### src/rtl/sdram_init_pkg.sv
package sdram_init_pkg;

   typedef enum logic [3:0] {
      ST_IDLE,
      ST_WAIT,
      ST_PRE,
      ST_PRE_GAP,
      ST_REF,
      ST_REF_GAP,
      ST_MRS,
      ST_MRS_GAP,
      ST_DONE
   } seq_state_e;

   typedef enum logic [2:0] {
      CMD_INHIBIT,
      CMD_NOP_ALL,
      CMD_NOP,
      CMD_PREA,
      CMD_REF,
      CMD_MRS
   } sdr_cmd_e;

   localparam logic [2:0] BURST_LEN_4 = 3'b010;

   // latencies below 2 are not trusted and raised to 2
   function automatic logic [2:0] clamp_cl(input logic [1:0] raw);
      return (raw < 2'd2) ? 3'd2 : {1'b0, raw};
   endfunction

endpackage

### src/rtl/sdram_init_timer.sv
module sdram_init_timer #(
   parameter int unsigned CNT_W = 16
) (
   input  logic             clk,
   input  logic             rst_n,
   input  logic             load,
   input  logic [CNT_W-1:0] load_val,
   output logic             expired
);

   logic [CNT_W-1:0] cnt_q;

   always_ff @(posedge clk or negedge rst_n) begin
      if (!rst_n)
         cnt_q <= '0;
      else if (load)
         cnt_q <= load_val;
      else if (cnt_q != '0)
         cnt_q <= cnt_q - 1'b1;
   end

   assign expired = (cnt_q == '0);

endmodule

### src/rtl/sdram_init_mode.sv
module sdram_init_mode
   import sdram_init_pkg::*;
#(
   parameter int unsigned ROW_W = 13
) (
   input  logic [1:0]       cl_raw,
   output logic [ROW_W-1:0] mode_word
);

   always_comb begin
      mode_word      = '0;
      mode_word[2:0] = BURST_LEN_4;
      mode_word[3]   = 1'b0;              // sequential burst order
      mode_word[6:4] = clamp_cl(cl_raw);
   end

endmodule

### src/rtl/sdram_init_enc.sv
module sdram_init_enc
   import sdram_init_pkg::*;
#(
   parameter int unsigned ROW_W     = 13,
   parameter int unsigned BANK_W    = 2,
   parameter int unsigned MAX_RANKS = 2,
   parameter int unsigned RANK_W    = 1
) (
   input  sdr_cmd_e             cmd,
   input  logic [RANK_W-1:0]    rank,
   input  logic [ROW_W-1:0]     mode_word,
   output logic [MAX_RANKS-1:0] cs_n,
   output logic                 ras_n,
   output logic                 cas_n,
   output logic                 we_n,
   output logic [BANK_W-1:0]    ba,
   output logic [ROW_W-1:0]     addr
);

   logic targeted;
   assign targeted = (cmd == CMD_NOP) || (cmd == CMD_PREA) ||
                     (cmd == CMD_REF) || (cmd == CMD_MRS);

   generate
      for (genvar r = 0; r < MAX_RANKS; r++) begin : g_sel
         assign cs_n[r] = !((cmd == CMD_NOP_ALL) ||
                            (targeted && (rank == RANK_W'(r))));
      end
   endgenerate

   always_comb begin
      ras_n = 1'b1;
      cas_n = 1'b1;
      we_n  = 1'b1;
      ba    = '0;
      addr  = '0;
      case (cmd)
         CMD_PREA: begin
            ras_n    = 1'b0;
            we_n     = 1'b0;
            addr[10] = 1'b1;
         end
         CMD_REF: begin
            ras_n = 1'b0;
            cas_n = 1'b0;
         end
         CMD_MRS: begin
            ras_n = 1'b0;
            cas_n = 1'b0;
            we_n  = 1'b0;
            addr  = mode_word;
         end
         default: ;
      endcase
   end

endmodule

### src/rtl/sdram_init_seq.sv
module sdram_init_seq
   import sdram_init_pkg::*;
#(
   parameter int unsigned CLK_MHZ     = 100,
   parameter int unsigned WAIT_US     = 100,
   parameter int unsigned ROW_W       = 13,
   parameter int unsigned BANK_W      = 2,
   parameter int unsigned MAX_RANKS   = 2,
   parameter bit          PESSIMISTIC = 1'b0,
   parameter int unsigned REF_COUNT   = 8,
   parameter int unsigned MRS_TAIL    = 2
) (
   input  logic                 clk,
   input  logic                 rst_n,
   input  logic                 start,
   input  logic                 two_ranks,
   input  logic [1:0]           cas_lat,
   output logic [MAX_RANKS-1:0] cs_n,
   output logic                 ras_n,
   output logic                 cas_n,
   output logic                 we_n,
   output logic [BANK_W-1:0]    ba,
   output logic [ROW_W-1:0]     addr,
   output logic                 ready,
   output logic                 refresh_en
);

   localparam int unsigned WAIT_CYC = CLK_MHZ * WAIT_US;
   localparam int unsigned RANK_W   = $clog2(MAX_RANKS);
   localparam int unsigned REF_W    = $clog2(REF_COUNT + 1);
   localparam int unsigned CNT_W    = $clog2(WAIT_CYC + 32);

   // recovery gaps of the chosen timing profile
   localparam int unsigned T_RP  = PESSIMISTIC ? 8  : 3;
   localparam int unsigned T_RFC = PESSIMISTIC ? 16 : 7;

   generate
      if (ROW_W < 11) begin : g_bad_row
         $error("ROW_W must reach address bit 10");
      end
      if (MAX_RANKS < 2) begin : g_bad_ranks
         $error("MAX_RANKS must be at least 2");
      end
      if (WAIT_CYC < 1) begin : g_bad_wait
         $error("settling window must be at least one cycle");
      end
      if (MRS_TAIL < 1 || REF_COUNT < 2) begin : g_bad_prog
         $error("mode tail and refresh count out of range");
      end
   endgenerate

   seq_state_e          state_q, state_d;
   logic [RANK_W-1:0]   rank_q;
   logic [REF_W-1:0]    ref_cnt_q;
   logic                two_q;
   logic [1:0]          cl_q;
   logic                tmr_load;
   logic [CNT_W-1:0]    tmr_val;
   logic                tmr_expired;
   logic [RANK_W-1:0]   last_rank;
   sdr_cmd_e            cmd;
   logic [ROW_W-1:0]    mode_word;

   assign last_rank = two_q ? RANK_W'(1) : RANK_W'(0);

   sdram_init_timer #(.CNT_W(CNT_W)) u_timer (
      .clk      (clk),
      .rst_n    (rst_n),
      .load     (tmr_load),
      .load_val (tmr_val),
      .expired  (tmr_expired)
   );

   always_comb begin
      state_d  = state_q;
      tmr_load = 1'b0;
      tmr_val  = '0;
      case (state_q)
         ST_IDLE: if (start) begin
            state_d  = ST_WAIT;
            tmr_load = 1'b1;
            tmr_val  = CNT_W'(WAIT_CYC - 1);
         end
         ST_WAIT: if (tmr_expired) state_d = ST_PRE;
         ST_PRE: begin
            state_d  = ST_PRE_GAP;
            tmr_load = 1'b1;
            tmr_val  = CNT_W'(T_RP - 1);
         end
         ST_PRE_GAP: if (tmr_expired) state_d = ST_REF;
         ST_REF: begin
            state_d  = ST_REF_GAP;
            tmr_load = 1'b1;
            tmr_val  = CNT_W'(T_RFC - 1);
         end
         ST_REF_GAP: if (tmr_expired)
            state_d = (ref_cnt_q == REF_W'(REF_COUNT)) ? ST_MRS : ST_REF;
         ST_MRS: begin
            state_d  = ST_MRS_GAP;
            tmr_load = 1'b1;
            tmr_val  = CNT_W'(MRS_TAIL - 1);
         end
         ST_MRS_GAP: if (tmr_expired)
            state_d = (rank_q == last_rank) ? ST_DONE : ST_PRE;
         ST_DONE: state_d = ST_DONE;
         default: state_d = ST_IDLE;
      endcase
   end

   always_ff @(posedge clk or negedge rst_n) begin
      if (!rst_n) begin
         state_q   <= ST_IDLE;
         rank_q    <= '0;
         ref_cnt_q <= '0;
         two_q     <= 1'b0;
         cl_q      <= 2'd0;
      end else begin
         state_q <= state_d;
         if (state_q == ST_IDLE && start) begin
            two_q  <= two_ranks;
            cl_q   <= cas_lat;
            rank_q <= '0;
         end
         if (state_q == ST_PRE)
            ref_cnt_q <= '0;
         if (state_q == ST_REF)
            ref_cnt_q <= ref_cnt_q + 1'b1;
         if (state_q == ST_MRS_GAP && tmr_expired && rank_q != last_rank)
            rank_q <= rank_q + 1'b1;
      end
   end

   always_comb begin
      case (state_q)
         ST_WAIT:                          cmd = CMD_NOP_ALL;
         ST_PRE:                           cmd = CMD_PREA;
         ST_REF:                           cmd = CMD_REF;
         ST_MRS:                           cmd = CMD_MRS;
         ST_PRE_GAP, ST_REF_GAP, ST_MRS_GAP: cmd = CMD_NOP;
         default:                          cmd = CMD_INHIBIT;
      endcase
   end

   sdram_init_mode #(.ROW_W(ROW_W)) u_mode (
      .cl_raw    (cl_q),
      .mode_word (mode_word)
   );

   sdram_init_enc #(
      .ROW_W     (ROW_W),
      .BANK_W    (BANK_W),
      .MAX_RANKS (MAX_RANKS),
      .RANK_W    (RANK_W)
   ) u_enc (
      .cmd       (cmd),
      .rank      (rank_q),
      .mode_word (mode_word),
      .cs_n      (cs_n),
      .ras_n     (ras_n),
      .cas_n     (cas_n),
      .we_n      (we_n),
      .ba        (ba),
      .addr      (addr)
   );

   assign ready      = (state_q == ST_DONE);
   assign refresh_en = (state_q == ST_DONE);

endmodule

### config.mk
export PLATFORM = sky130hd
export DESIGN_NAME = sdram_init_seq
export DESIGN_NICKNAME = d
export VERILOG_FILES = /design/src/rtl/sdram_init_pkg.sv /design/src/rtl/sdram_init_timer.sv /design/src/rtl/sdram_init_mode.sv /design/src/rtl/sdram_init_enc.sv /design/src/rtl/sdram_init_seq.sv
export SDC_FILE = /design/constraint.sdc
export NUM_CORES = 1
export LEC_CHECK = 0
export BUFFER_PORTS_ARGS = -buffer_cell sky130_fd_sc_hd__buf_2
export CAP_MARGIN = 20
export CORE_MARGIN = 5
export CORE_UTILIZATION = 45
export CTS_CLUSTER_DIAMETER = 150
export CTS_CLUSTER_SIZE = 25
export DETAILED_ROUTE_END_ITERATION = 6
export GPL_ROUTABILITY_DRIVEN = 0
export PLACE_DENSITY = 0.61
export RECOVER_POWER = 25
export SYNTH_ARGS = -nofsm -noshare
export SYNTH_HDL_FRONTEND = slang
export SYNTH_HIERARCHICAL = 1
export SYNTH_SLANG_ARGS = --single-unit
### constraint.sdc
create_clock -name clk -period 6.2 [get_ports clk]
set_input_delay 0.62 -clock clk [delete_from_list [all_inputs] [get_ports clk]]
set_output_delay 0.62 -clock clk [all_outputs]
set_load 0.005 [all_outputs]
==> metrics.cfg <==
[routing]
drt-total-wl_mm=3.47
via_per_inst=5.08
wl_per_cell_um=12.8
route.vias.total=1383
drtAntennaViolNets=0
drt_iter0_markers=55
drc_errors=0
drt_pre_antenna_iters=4

[logic_synthesis]
yosys-top-cells-area=dfrtp_1 (34%), buf_4 (6.3%), xnor2_1 (5.0%)
synth_cell_types=53
ys_seq_area_frac=0.340
avgSynthCellArea_um2=9.12
synth_cells=210
synth_edf_count=0
ys_async_sr_fraction=1.00
ys.flop_type=dfrtp_1
syn-cell-area_um2=1920
ys.warnings.count=6
synth_top_cell_by_area=dfrtp_1
synth_top_cell_area_share=0.340
ys_seq_elements=26
yosysMostFrequentCell=dfrtp_1
synth_common_cells=dfrtp_1 (26), nor2_1 (18), nand2_1 (17)

[final_layout]
post_route_cells_drive_above_1_share=0.203
synthToLayoutAreaGrowth_pct=6.01
final_util=0.500
num_antenna_cells=0
fin_area_um2=2030
final_nets=233

[die]
chipWidth_um=75.2
die-area_um2=5660
initial_core_util=0.472
die_y_um=75.2
core_um2=4060
ioPinCount=28
rows=23

[sta]
tns_ps=0
rsz0062_at_grt=false
fin_skew_ps=4.39
setup_viol=0
slew_headroom=0.0732
hold_viol=0
drv_slew=0
finalCritPeriodShare=0.461
tightest_slew_ps=1390
fin_crit_ps=2860
max_freq_ghz=0.350

[clocking]
clock_path_buffers=2
cts_tree=yes
post_cts_buffers=0
cts_root_buf=clkbuf_8
holdBufCountCts=0
numCtsBuffers=3
clk_latency_ps=270
cts.sinks=26
clkTransAtPathRegs_ps=90
post_cts_resized=0
cts.htree.levels=1

[global_routing]
overflow=0
grt_pass1_wl_mm=5.91
grt_pass1_vias=1246
grt_max_degree=27
antenna_found_initial=0
track_usage=0.136

[hold_path]
hold_end=cl_q[1]$_DFFE_PN0P_
hold_start=cl_q[1]$_DFFE_PN0P_
hold_path_class=register to register
min_path_cells=1

[power]
switchingPower_w=0.000257
internal_power_w=0.000460
sw_frac_of_total=0.359
power_density_nw_per_um2=353
combPwrFrac=0.373
pwr-share-seq=0.430
p_clk_frac=0.197
power_leakage_nw=0.914
ir_drop_uv=115

[worst_setup_path]
crit_fanout=18
critical_path_class=register to output port
cp.required_ps=5580
worst_r2r_path_depth=8
worst_setup_path_start_kind=register
end_kind=output port
reg2reg_to=rank_q$_DFFE_PN0P_
worstPathArrival_ps=2240
rr_startpoint=u_timer/cnt_q[0]$_DFFE_PN0P_
rrSetupSlack_ps=3800

[status]
status=finished clean

[run]
max_cap_viol_count=0

[place]
place_area_um2=1960
hpwl_mm=2.47
io_buffers=16

## placed cells by master (no fill, tap or decap), drive strengths merged, types with 2 or more instances in the layout
cell / Yosys / final
dfrtp: 26 / 26
conb: 4 / 20
nor2: 19 / 19
nand2: 17 / 17
buf: 20 / 16
and2: 15 / 15
xnor2: 11 / 11
a22o: 8 / 8
o21ai: 8 / 8
inv: 7 / 7
a21oi: 7 / 7
nor3: 6 / 6
o31ai: 5 / 5
nor4: 5 / 5
ha: 4 / 4
nor2b: 4 / 4
clkbuf: 5 / 4
nor3b: 4 / 4
mux2i: 3 / 3
mux2: 3 / 3
nand3: 3 / 3
nor4b: 2 / 2
nand4b: 2 / 2
nand2b: 2 / 2
nand4: 2 / 2
or3: 2 / 2
a211oi: 2 / 2
## layout make-up
type	count	area (um2)
Inverter	7	26.3
Multi-Input combinational cell	168	1130
Clock inverter	1	30.0
Sequential cell	26	651
Timing Repair Buffer	17	86.3
Fill cell	385	2030
Clock buffer	3	41.3
Tap cell	50	62.6
## per-stage QoR
| stage | setup WS, ps | std cells | hold slack [ps] | power (W) |
|---|---|---|---|---|
| floorplan | 3980 | 226 | 324 | 0.000524 |
| global placement | 3710 | 268 | 488 | 0.000577 |
| detailed placement | 3650 | 268 | 493 | 0.000581 |
| CTS | 3330 | 272 | 355 | 0.000727 |
| global route | 3140 | 272 | 547 | 0.000780 |
| finish | 3340 | 272 | 510 | 0.000717 |
## flip-flops by register name (all words and copies together), names as in the netlist
name / count
cl_q: 2
rank_q: 1
ref_cnt_q: 4
state_q: 4
two_q: 1
u_timer/cnt_q: 14
## per-layer routing
layer	wire [um]	vias to the layer above	global-route usage
li1	-	721	-
met1	1780	628	0.199
met2	1430	29	0.196
met3	204	5	0.0240
met4	55	0	0.0544
met5	0	-	0
## cell families (layout without fill, tap and decap cells)
logic type | Yosys count | count (layout) | synth area share
other | 4 | 20 | 0.00784
and+or+nand+nor | 87 | 87 | 0.287
AOI/OAI and AO/OA | 39 | 39 | 0.149
DFF | 26 | 26 | 0.340
xor gates and xnor gates | 12 | 12 | 0.0549
buffers and inverters | 32 | 28 | 0.103
muxes | 6 | 6 | 0.0333
adders and majority gates | 4 | 4 | 0.0261
## worst max-delay path, stage by stage, from the launching register on
cell and delay, ps:
dfrtp_1 610, nor2_1 280, mux2i_1 110, nor2_1 260, and3b_1 420, and2_4 190, buf_2 100
## power by group through the flow
stage          registers [W]  clock network, W  logic, W
6_report            0.000309          0.000141  0.000267
5_1_grt             0.000320          0.000154  0.000305
3_5_place_dp        0.000310                 0  0.000271
3_3_place_gp        0.000309                 0  0.000268
2_1_floorplan       0.000284                 0  0.000240
4_1_cts             0.000308          0.000148  0.000271
## worst max-delay path by stage
| stage | start | endpoint | depth (start not counted) |
|---|---|---|---|
| 2_1_floorplan | state_q[2]$_DFFE_PN0P_ | addr[1] | 7 |
| 3_3_place_gp | state_q[2]$_DFFE_PN0P_ | addr[4] | 6 |
| 3_5_place_dp | state_q[2]$_DFFE_PN0P_ | addr[4] | 6 |
| 4_1_cts | state_q[2]$_DFFE_PN0P_ | addr[4] | 6 |
| 5_1_grt | state_q[2]$_DFFE_PN0P_ | addr[1] | 6 |
| 6_report | state_q[2]$_DFFE_PN0P_ | addr[4] | 6 |
No activity file was read; power rests on OpenSTA's default activity.
